## src/rtl/uft_pkg.sv

```systemverilog
package uft_pkg;

  typedef enum logic [2:0] {
    ST_IDLE   = 3'd0,
    ST_LOAD   = 3'd1,
    ST_START  = 3'd2,
    ST_DATA   = 3'd3,
    ST_PARITY = 3'd4,
    ST_STOP   = 3'd5
  } uft_state_e;

  typedef struct packed {
    logic [1:0] wls;
    logic       par_en;
    logic       par_even;
    logic       par_stick;
    logic       two_stop;
  } uft_fmt_t;

endpackage

```

## src/rtl/uft_parity.sv

```systemverilog
module uft_parity #(
  parameter int DATA_W   = 8,
  parameter int MIN_WORD = 5
) (
  input  logic [DATA_W-1:0] data,
  input  logic [1:0]        wls,
  input  logic              par_even,
  input  logic              par_stick,
  output logic [DATA_W-1:0] data_masked,
  output logic              par_bit
);

  logic [DATA_W-1:0] keep;
  logic              ones_odd;

  genvar gi;
  generate
    for (gi = 0; gi < DATA_W; gi++) begin : g_keep
      assign keep[gi] = ((int'(wls) + MIN_WORD) > gi);
    end
  endgenerate

  assign data_masked = data & keep;
  assign ones_odd    = ^data_masked;

  always_comb begin
    if (par_stick)     par_bit = par_even;
    else if (par_even) par_bit = ones_odd;
    else               par_bit = ~ones_odd;
  end

endmodule

```

## src/rtl/uft_seq.sv

```systemverilog
module uft_seq
  import uft_pkg::*;
#(
  parameter int DATA_W = 8,
  parameter int CNT_W  = $clog2(DATA_W)
) (
  input  logic              clk,
  input  logic              rst,
  input  logic              tick,
  input  logic              accept,
  input  logic [DATA_W-1:0] ld_data,
  input  logic [CNT_W-1:0]  ld_last,
  input  logic              ld_par_en,
  input  logic              ld_par_bit,
  input  logic              ld_two_stop,
  output uft_state_e        state_o,
  output logic              tx_line,
  output logic              tx_busy
);

  uft_state_e        state;
  logic [DATA_W-1:0] shreg;
  logic [CNT_W-1:0]  bit_idx;
  logic [CNT_W-1:0]  last_idx;
  logic              par_en_q;
  logic              par_q;
  logic              two_stop_q;
  logic              stop_idx;

  assign state_o = state;

  always_ff @(posedge clk) begin
    if (rst) begin
      state      <= ST_IDLE;
      shreg      <= '0;
      bit_idx    <= '0;
      last_idx   <= '0;
      par_en_q   <= 1'b0;
      par_q      <= 1'b0;
      two_stop_q <= 1'b0;
      stop_idx   <= 1'b0;
      tx_line    <= 1'b1;
      tx_busy    <= 1'b0;
    end else begin
      case (state)
        ST_IDLE: begin
          if (accept) begin
            shreg      <= ld_data;
            last_idx   <= ld_last;
            par_en_q   <= ld_par_en;
            par_q      <= ld_par_bit;
            two_stop_q <= ld_two_stop;
            tx_busy    <= 1'b1;
            state      <= ST_LOAD;
          end
        end
        ST_LOAD: begin
          if (tick) begin
            tx_line <= 1'b0;
            state   <= ST_START;
          end
        end
        ST_START: begin
          if (tick) begin
            tx_line <= shreg[0];
            shreg   <= shreg >> 1;
            bit_idx <= '0;
            state   <= ST_DATA;
          end
        end
        ST_DATA: begin
          if (tick) begin
            if (bit_idx == last_idx) begin
              if (par_en_q) begin
                tx_line <= par_q;
                state   <= ST_PARITY;
              end else begin
                tx_line  <= 1'b1;
                stop_idx <= 1'b0;
                state    <= ST_STOP;
              end
            end else begin
              tx_line <= shreg[0];
              shreg   <= shreg >> 1;
              bit_idx <= bit_idx + 1'b1;
            end
          end
        end
        ST_PARITY: begin
          if (tick) begin
            tx_line  <= 1'b1;
            stop_idx <= 1'b0;
            state    <= ST_STOP;
          end
        end
        ST_STOP: begin
          if (tick) begin
            if (two_stop_q && !stop_idx) begin
              stop_idx <= 1'b1;
            end else begin
              tx_busy <= 1'b0;
              state   <= ST_IDLE;
            end
          end
        end
        default: state <= ST_IDLE;
      endcase
    end
  end

  // the data bit index never passes the latched last position
  a_r3_idx_bound: assert property (@(posedge clk) disable iff (rst)
    (state == ST_DATA) |-> (bit_idx <= last_idx));

  // a second stop bit is only entered when two stops were latched
  a_r7_second_stop: assert property (@(posedge clk) disable iff (rst)
    (state == ST_STOP && stop_idx) |-> two_stop_q);

endmodule

```

## src/rtl/uart_frame_tx.sv

```systemverilog
module uart_frame_tx
  import uft_pkg::*;
#(
  parameter int DATA_W = 8
) (
  input  logic              clk,
  input  logic              rst,
  input  logic [DATA_W-1:0] in_data,
  input  logic              in_valid,
  output logic              in_ready,
  input  logic              baud_tick,
  input  logic [1:0]        cfg_wls,
  input  logic              cfg_par_en,
  input  logic              cfg_par_even,
  input  logic              cfg_par_stick,
  input  logic              cfg_two_stop,
  input  logic              cfg_cts_en,
  input  logic              cts_ok,
  output logic              tx_line,
  output logic              tx_busy
);

  localparam int MIN_WORD = DATA_W - 3;
  localparam int CNT_W    = $clog2(DATA_W);

  uft_fmt_t          fmt;
  uft_state_e        state;
  logic              accept;
  logic [DATA_W-1:0] data_masked;
  logic              par_bit;
  logic [CNT_W-1:0]  last_idx;

  assign fmt = '{wls: cfg_wls, par_en: cfg_par_en, par_even: cfg_par_even,
                 par_stick: cfg_par_stick, two_stop: cfg_two_stop};

  assign in_ready = (state == ST_IDLE) && (!cfg_cts_en || cts_ok);
  assign accept   = in_valid && in_ready;
  assign last_idx = CNT_W'(MIN_WORD - 1) + CNT_W'(fmt.wls);

  uft_parity #(.DATA_W(DATA_W), .MIN_WORD(MIN_WORD)) u_parity (
    .data        (in_data),
    .wls         (fmt.wls),
    .par_even    (fmt.par_even),
    .par_stick   (fmt.par_stick),
    .data_masked (data_masked),
    .par_bit     (par_bit)
  );

  uft_seq #(.DATA_W(DATA_W), .CNT_W(CNT_W)) u_seq (
    .clk         (clk),
    .rst         (rst),
    .tick        (baud_tick),
    .accept      (accept),
    .ld_data     (data_masked),
    .ld_last     (last_idx),
    .ld_par_en   (fmt.par_en),
    .ld_par_bit  (par_bit),
    .ld_two_stop (fmt.two_stop),
    .state_o     (state),
    .tx_line     (tx_line),
    .tx_busy     (tx_busy)
  );

  // a word is only taken while no frame is running
  a_r10_accept_idle: assert property (@(posedge clk) disable iff (rst)
    (in_valid && in_ready) |-> !tx_busy);

  // with gating on, a frame only begins if clear-to-send was active
  a_r8_cts_gate: assert property (@(posedge clk) disable iff (rst)
    ($rose(tx_busy) && $past(cfg_cts_en)) |-> $past(cts_ok));

  // the line only moves on a baud tick
  a_r2_line_on_tick: assert property (@(posedge clk) disable iff (rst)
    !$past(baud_tick) |-> $stable(tx_line));

  // the line is high whenever no frame is running
  a_r2_idle_high: assert property (@(posedge clk) disable iff (rst)
    !tx_busy |-> tx_line);

  // busy ends on a tick, with the line at the stop level
  a_r10_busy_end: assert property (@(posedge clk) disable iff (rst)
    $fell(tx_busy) |-> ($past(baud_tick) && tx_line));

endmodule

```

## config.mk

```make
export PLATFORM = sky130hd
export DESIGN_NAME = uart_frame_tx
export DESIGN_NICKNAME = d
export VERILOG_FILES = /design/src/rtl/uft_pkg.sv /design/src/rtl/uft_parity.sv /design/src/rtl/uft_seq.sv /design/src/rtl/uart_frame_tx.sv
export SDC_FILE = /design/constraint.sdc
export NUM_CORES = 1
export LEC_CHECK = 0
export BUFFER_PORTS_ARGS = -buffer_cell sky130_fd_sc_hd__buf_2
export CORE_MARGIN = 2
export CORE_UTILIZATION = 55
export DETAILED_ROUTE_END_ITERATION = 10
export PLACE_DENSITY = 0.78
export SYNTH_ARGS = -nofsm -noshare
export SYNTH_HDL_FRONTEND = slang
export SYNTH_HIERARCHICAL = 1
export SYNTH_SLANG_ARGS = --single-unit
```

## constraint.sdc

```tcl
create_clock -name clk -period 3.3 [get_ports clk]
set_input_delay 0.99 -clock clk [delete_from_list [all_inputs] [get_ports clk]]
set_output_delay 0.99 -clock clk [all_outputs]
set_load 0.005 [all_outputs]
```

* Word level (Yosys, flattened, before mapping) *
Cells that the tools add are included.

word-level totals
  bits in registers = 23
  input bits = 20
  output and inout bits = 3
  logic and storage cells = 98

cells by class
  add/sub/neg operators = 3
  magnitude comparators = 8
  equal/unequal tests = 17
  muxes and demuxes = 38
  bitwise logic cells = 2
  reductions and logical operators = 20

operators with widths
  operator                                                                          number
  32-bit by 4-bit greater-than comparator with 1-bit output, second input constant  4
  32-bit by 3-bit greater-than comparator with 1-bit output, second input constant  2
  3-bit two-way mux                                                                 11
  32-bit by 2-bit greater-than comparator with 1-bit output, second input constant  1
  8-bit two-way mux                                                                 4
  8-bit one-hot mux with 3 select lines                                             1
  2-bit inequality test, second input constant                                      9
  3-bit one-hot mux with 6 select lines                                             1
  1-bit two-way mux                                                                 17
  5-bit AND reduction                                                               2
  8-bit bitwise AND                                                                 1
  4-bit AND reduction                                                               2
  8-bit AND reduction                                                               1
  8-bit XOR reduction                                                               1
  7-bit AND reduction                                                               1
  3-bit by 2-bit equality test with 1-bit output, second input constant             2
  3-bit equality test, second input constant                                        2
  3-bit one-hot mux with 2 select lines                                             1
  3-bit nonzero test                                                                2
  2-bit by 3-bit adder with 4-bit output, second input constant                     1
  4-bit by 1-bit greater-than comparator with 1-bit output, second input constant   1
  2-bit by 1-bit inequality test with 1-bit output, second input constant           2
  1-bit one-hot mux with 4 select lines                                             1
  2-bit nonzero test                                                                2
  13 further kinds                                                                  16

* Logic depth before layout (Yosys ltp) *
  word-level depth = 7
  mapped depth = 7
  mapped depth without buffers = 7

* By module *
The synthesis kept the hierarchy.

by module, submodules not included
  module         times used  cells each  area each (um2)  sequential area each (um2)
  uft_seq        1           137         1,183.6          460.4
  uft_parity     1           18          162.7            0.0
  uart_frame_tx  1           5           35.0             0.0

* Least setup slack after synthesis *
No wires, ideal clock.

  path type = input to register
  start = in cfg_cts_en
  end = reg u_seq.shreg[7]
  setup time = 0.116 ns
  arrival = 2.392 ns
  data required time = 3.184 ns
  slack = 0.792 ns
  stages on the path = 7
  buffers on the path = 1
  cell sequence = nor2b_1 > nor4_2 > or3b_4 > a21oi_4 > buf_6 > a21oi_1 > a31o_2

on the way
  word-level cells in the longest chain between the ends = 6

ends and longest elaborated chain
  what                             RTL line             text
  start, declared                  uart_frame_tx.sv:17  input logic cfg_cts_en,
  1-bit logical NOT                uart_frame_tx.sv:36  assign in_ready = (state == ST_IDLE) && (!cfg_cts_en || cts_ok);
  1-bit logical OR                 uart_frame_tx.sv:36
  1-bit logical AND                uart_frame_tx.sv:36
  1-bit logical AND                uart_frame_tx.sv:37  assign accept = in_valid && in_ready;
  via accept                       uart_frame_tx.sv:28  logic accept;
  2-bit inequality test (no line)  --
  5-bit AND reduction (no line)    --
  end signal, assigned             uft_seq.sv:48        shreg <= ld_data;
  end signal, assigned             uft_seq.sv:66        shreg <= shreg >> 1;
  end signal, assigned             uft_seq.sv:84        shreg <= shreg >> 1;
  end, declared                    uft_seq.sv:22        logic [DATA_W-1:0] shreg;

The timed path passes the listed nets, and every way through them passes these cells.
A chain may end at the register's enable or synchronous reset.

* Final worst setup path *
  start = in cfg_cts_en
  end = reg u_seq.shreg[0]

The elaborated chain is that of the path after synthesis.

==> results.json <==
{
  "status": "finished clean",
  "arrival_ns": 2.79,
  "yosysWarnings": 6,
  "cp.required_ns": 3.51,
  "min_path_type": "register to register",
  "routed_wl_mm": 2.85,
  "dr.pass1.iters": 4,
  "syn_nets": 181,
  "pwr-share-clk": 0.178,
  "synth_area_per_cell_um2": 8.63,
  "critPathCaptureType": "register",
  "cts_resized": 0,
  "synth_flop_cell": "dfxtp_1",
  "ioPinCount": 23,
  "yosys-top-cells-area": "dfxtp_1 33%, a21oi_1 7.6%, mux2i_1 5.8%",
  "period_minus_slack_ns": 2.58,
  "multi_input_area_um2": 825,
  "p_per_area_nw_per_um2": 483,
  "power.total_mw": 0.714,
  "worst_clock_skew_ns": 0.00708,
  "clkTransAtPathRegs_ns": 0.13,
  "ff_latch_area_um2": 460,
  "slew_violations": 0,
  "drc": 0,
  "worst_hold_slack_ns": 0.483,
  "cts_tree": "done",
  "num_antenna_cells": 0,
  "hold_viol_final": 0,
  "place_inst": 198,
  "grt_max_degree": 24,
  "tns_ns": 0,
  "synth-seq-area-share": 0.333,
  "gp_congestion": 0.772,
  "crit_path_max_fanout": 15,
  "worstMarginPinSlew_ns": 0.509,
  "ys_seq_elements": 23,
  "synth.distinct_cells": 47,
  "via_per_inst": 5.80,
  "dp_hpwl_mm": 2.15,
  "grt_pass1_wl_mm": 4.55,
  "drt_iter0_drc": 17,
  "cts.sinks": 23,
  "area_growth_pct": 7.07,
  "ant_nets": 0,
  "p_sw_mw": 0.245,
  "nFillCells": 238,
  "fin_crit_sh": 0.781,
  "routedWlPerCell_um": 14.1,
  "cts-root-buf": "clkbuf_4",
  "io_buffers": 22,
  "crit_type": "input pin to register",
  "hold_buffers": 0,
  "gr-total-overflow": 0,
  "layout_common_cells": "23 x dfxtp_1, 22 x buf_2, 21 x a21oi_1, 19 x nand2_1, 8 x mux2i_1",
  "vias": 1171,
  "swShare": 0.344,
  "rsz0062_at_grt": "no",
  "grt_usage": 0.212,
  "cts_buffers": 3,
  "die_height_um": 54.1,
  "drive_above_1_share": 0.238,
  "synth-async-reset-ratio": 0,
  "fp-row-count": 18,
  "leakage_nw": 0.583,
  "synth_top_area_frac": 0.333,
  "postCtsSetupBuffers": 0,
  "dieWidth_um": 54.1,
  "combPwrFrac": 0.334,
  "synth_top_cell_by_area": "dfxtp_1",
  "nets": 194,
  "syn-cell-area_um2": 1380,
  "synthCells": 160,
  "pwr-share-seq": 0.488,
  "final_common_cell": "dfxtp_1",
  "cts.htree.levels": 1,
  "start_kind": "input pin",
  "insertion_delay_ns": 0.30,
  "peakVddDrop_mv": 0.279,
  "synth_edf_count": 0,
  "core_um2": 2430,
  "start_util": 0.568,
  "grt_pass1_vias": 993,
  "clockBufferDepth": 2,
  "slew_headroom": 0.659,
  "timing.fmax_mhz": 388,
  "fin_cells": 202,
  "setup_viol": 0,
  "antenna_found_initial": 0,
  "p_int_mw": 0.469,
  "drv_cap": 0,
  "die_area_um2": 2930
}
==> per-stage QoR <==
stage | util | worst slack [ns] | instance area [um2]
detailed placement | 0.597 | 0.426 | 1450
global placement | 0.597 | 0.574 | 1450
global route | 0.608 | 0.649 | 1480
floorplan | - | 0.792 | 1380
CTS | 0.608 | 0.743 | 1480
finish | 0.608 | 0.723 | 1480
==> metal layers <==
layer | global-route usage | up-vias | part of all wire
li1 | - | 596 | -
met1 | 0.285 | 544 | 0.46
met2 | 0.356 | 29 | 0.49
met3 | 0.0417 | 2 | 0.043
met4 | 0.0375 | 0 | 0.0035
met5 | 0 | - | 0
==> path summary, 6_finish.rpt <==
kind | cells after the start | endpoint | startpoint | slack, ns
worst max register to register | 6 | u_seq/shreg[0]$_SDFFE_PP0P_ | u_seq/state_o[2]$_SDFFE_PP0P_ | 1.03
worst min register to register | 2 | u_seq/par_q$_SDFFE_PP0P_ | u_seq/par_q$_SDFFE_PP0P_ | 0.48
worst max-delay path | 7 | u_seq/shreg[0]$_SDFFE_PP0P_ | cfg_cts_en | 0.72
worst min-delay path | 2 | u_seq/par_q$_SDFFE_PP0P_ | u_seq/par_q$_SDFFE_PP0P_ | 0.48
==> power by group through the flow <==
stage	Combinational [mW]	Clock, mW	Sequential [mW]
floorplan	0.204	0	0.338
global placement	0.227	0	0.354
detailed placement	0.238	0	0.355
CTS	0.238	0.131	0.349
global route	0.263	0.147	0.354
finish	0.239	0.127	0.349
==> registers in the layout, summed over array words and instances, names as in the netlist, 3 cells and up <==
signal,count
u_seq/state_o,3
u_seq/last_idx,3
u_seq/bit_idx,3
u_seq/shreg,8
==> kinds of logic (layout without fill, tap and decap cells) <==
family / Yosys count / count (layout) / share of synthesized area
flip-flops: 23 / 23 / 0.333
other: 1 / 1 / 0.00271
buffers and inverters: 18 / 30 / 0.0697
multiplexers: 8 / 8 / 0.0580
AND/OR/NAND/NOR: 50 / 50 / 0.196
XOR/XNOR: 9 / 9 / 0.0725
adder cells (fa/ha/maj): 1 / 1 / 0.00906
AO/OA/AOI/OAI: 50 / 50 / 0.259
==> critical path, stage by stage <==
cell	delay [ns]
buf_2	0.09
nor2b_1	0.14
nor4_2	0.28
or3b_4	0.45
a21oi_4	0.41
a21oi_1	0.14
a311oi_1	0.28
==> Yosys cell counts, drive strengths merged (2+ instances only) <==
cell type	n
a21oi	24
nand2b	6
mux2i	8
clkbuf	5
a21boi	2
a31o	2
o21ai	5
dfxtp	23
nand2	19
xnor2	7
nand3b	2
nor2	6
a311oi	7
nor2b	3
nand3	3
a21o	2
inv	3
nor4	2
buf	10
==> layout make-up <==
type	instances	area share
timing repair buffer	23	0.0795
tap	30	0.0254
clock inverter	1	0.00338
sequential	23	0.311
multi-input combinational	119	0.558
clock buffer	3	0.0152
inverter	3	0.00761
Note: power is estimated with default switching activity, not from simulation.
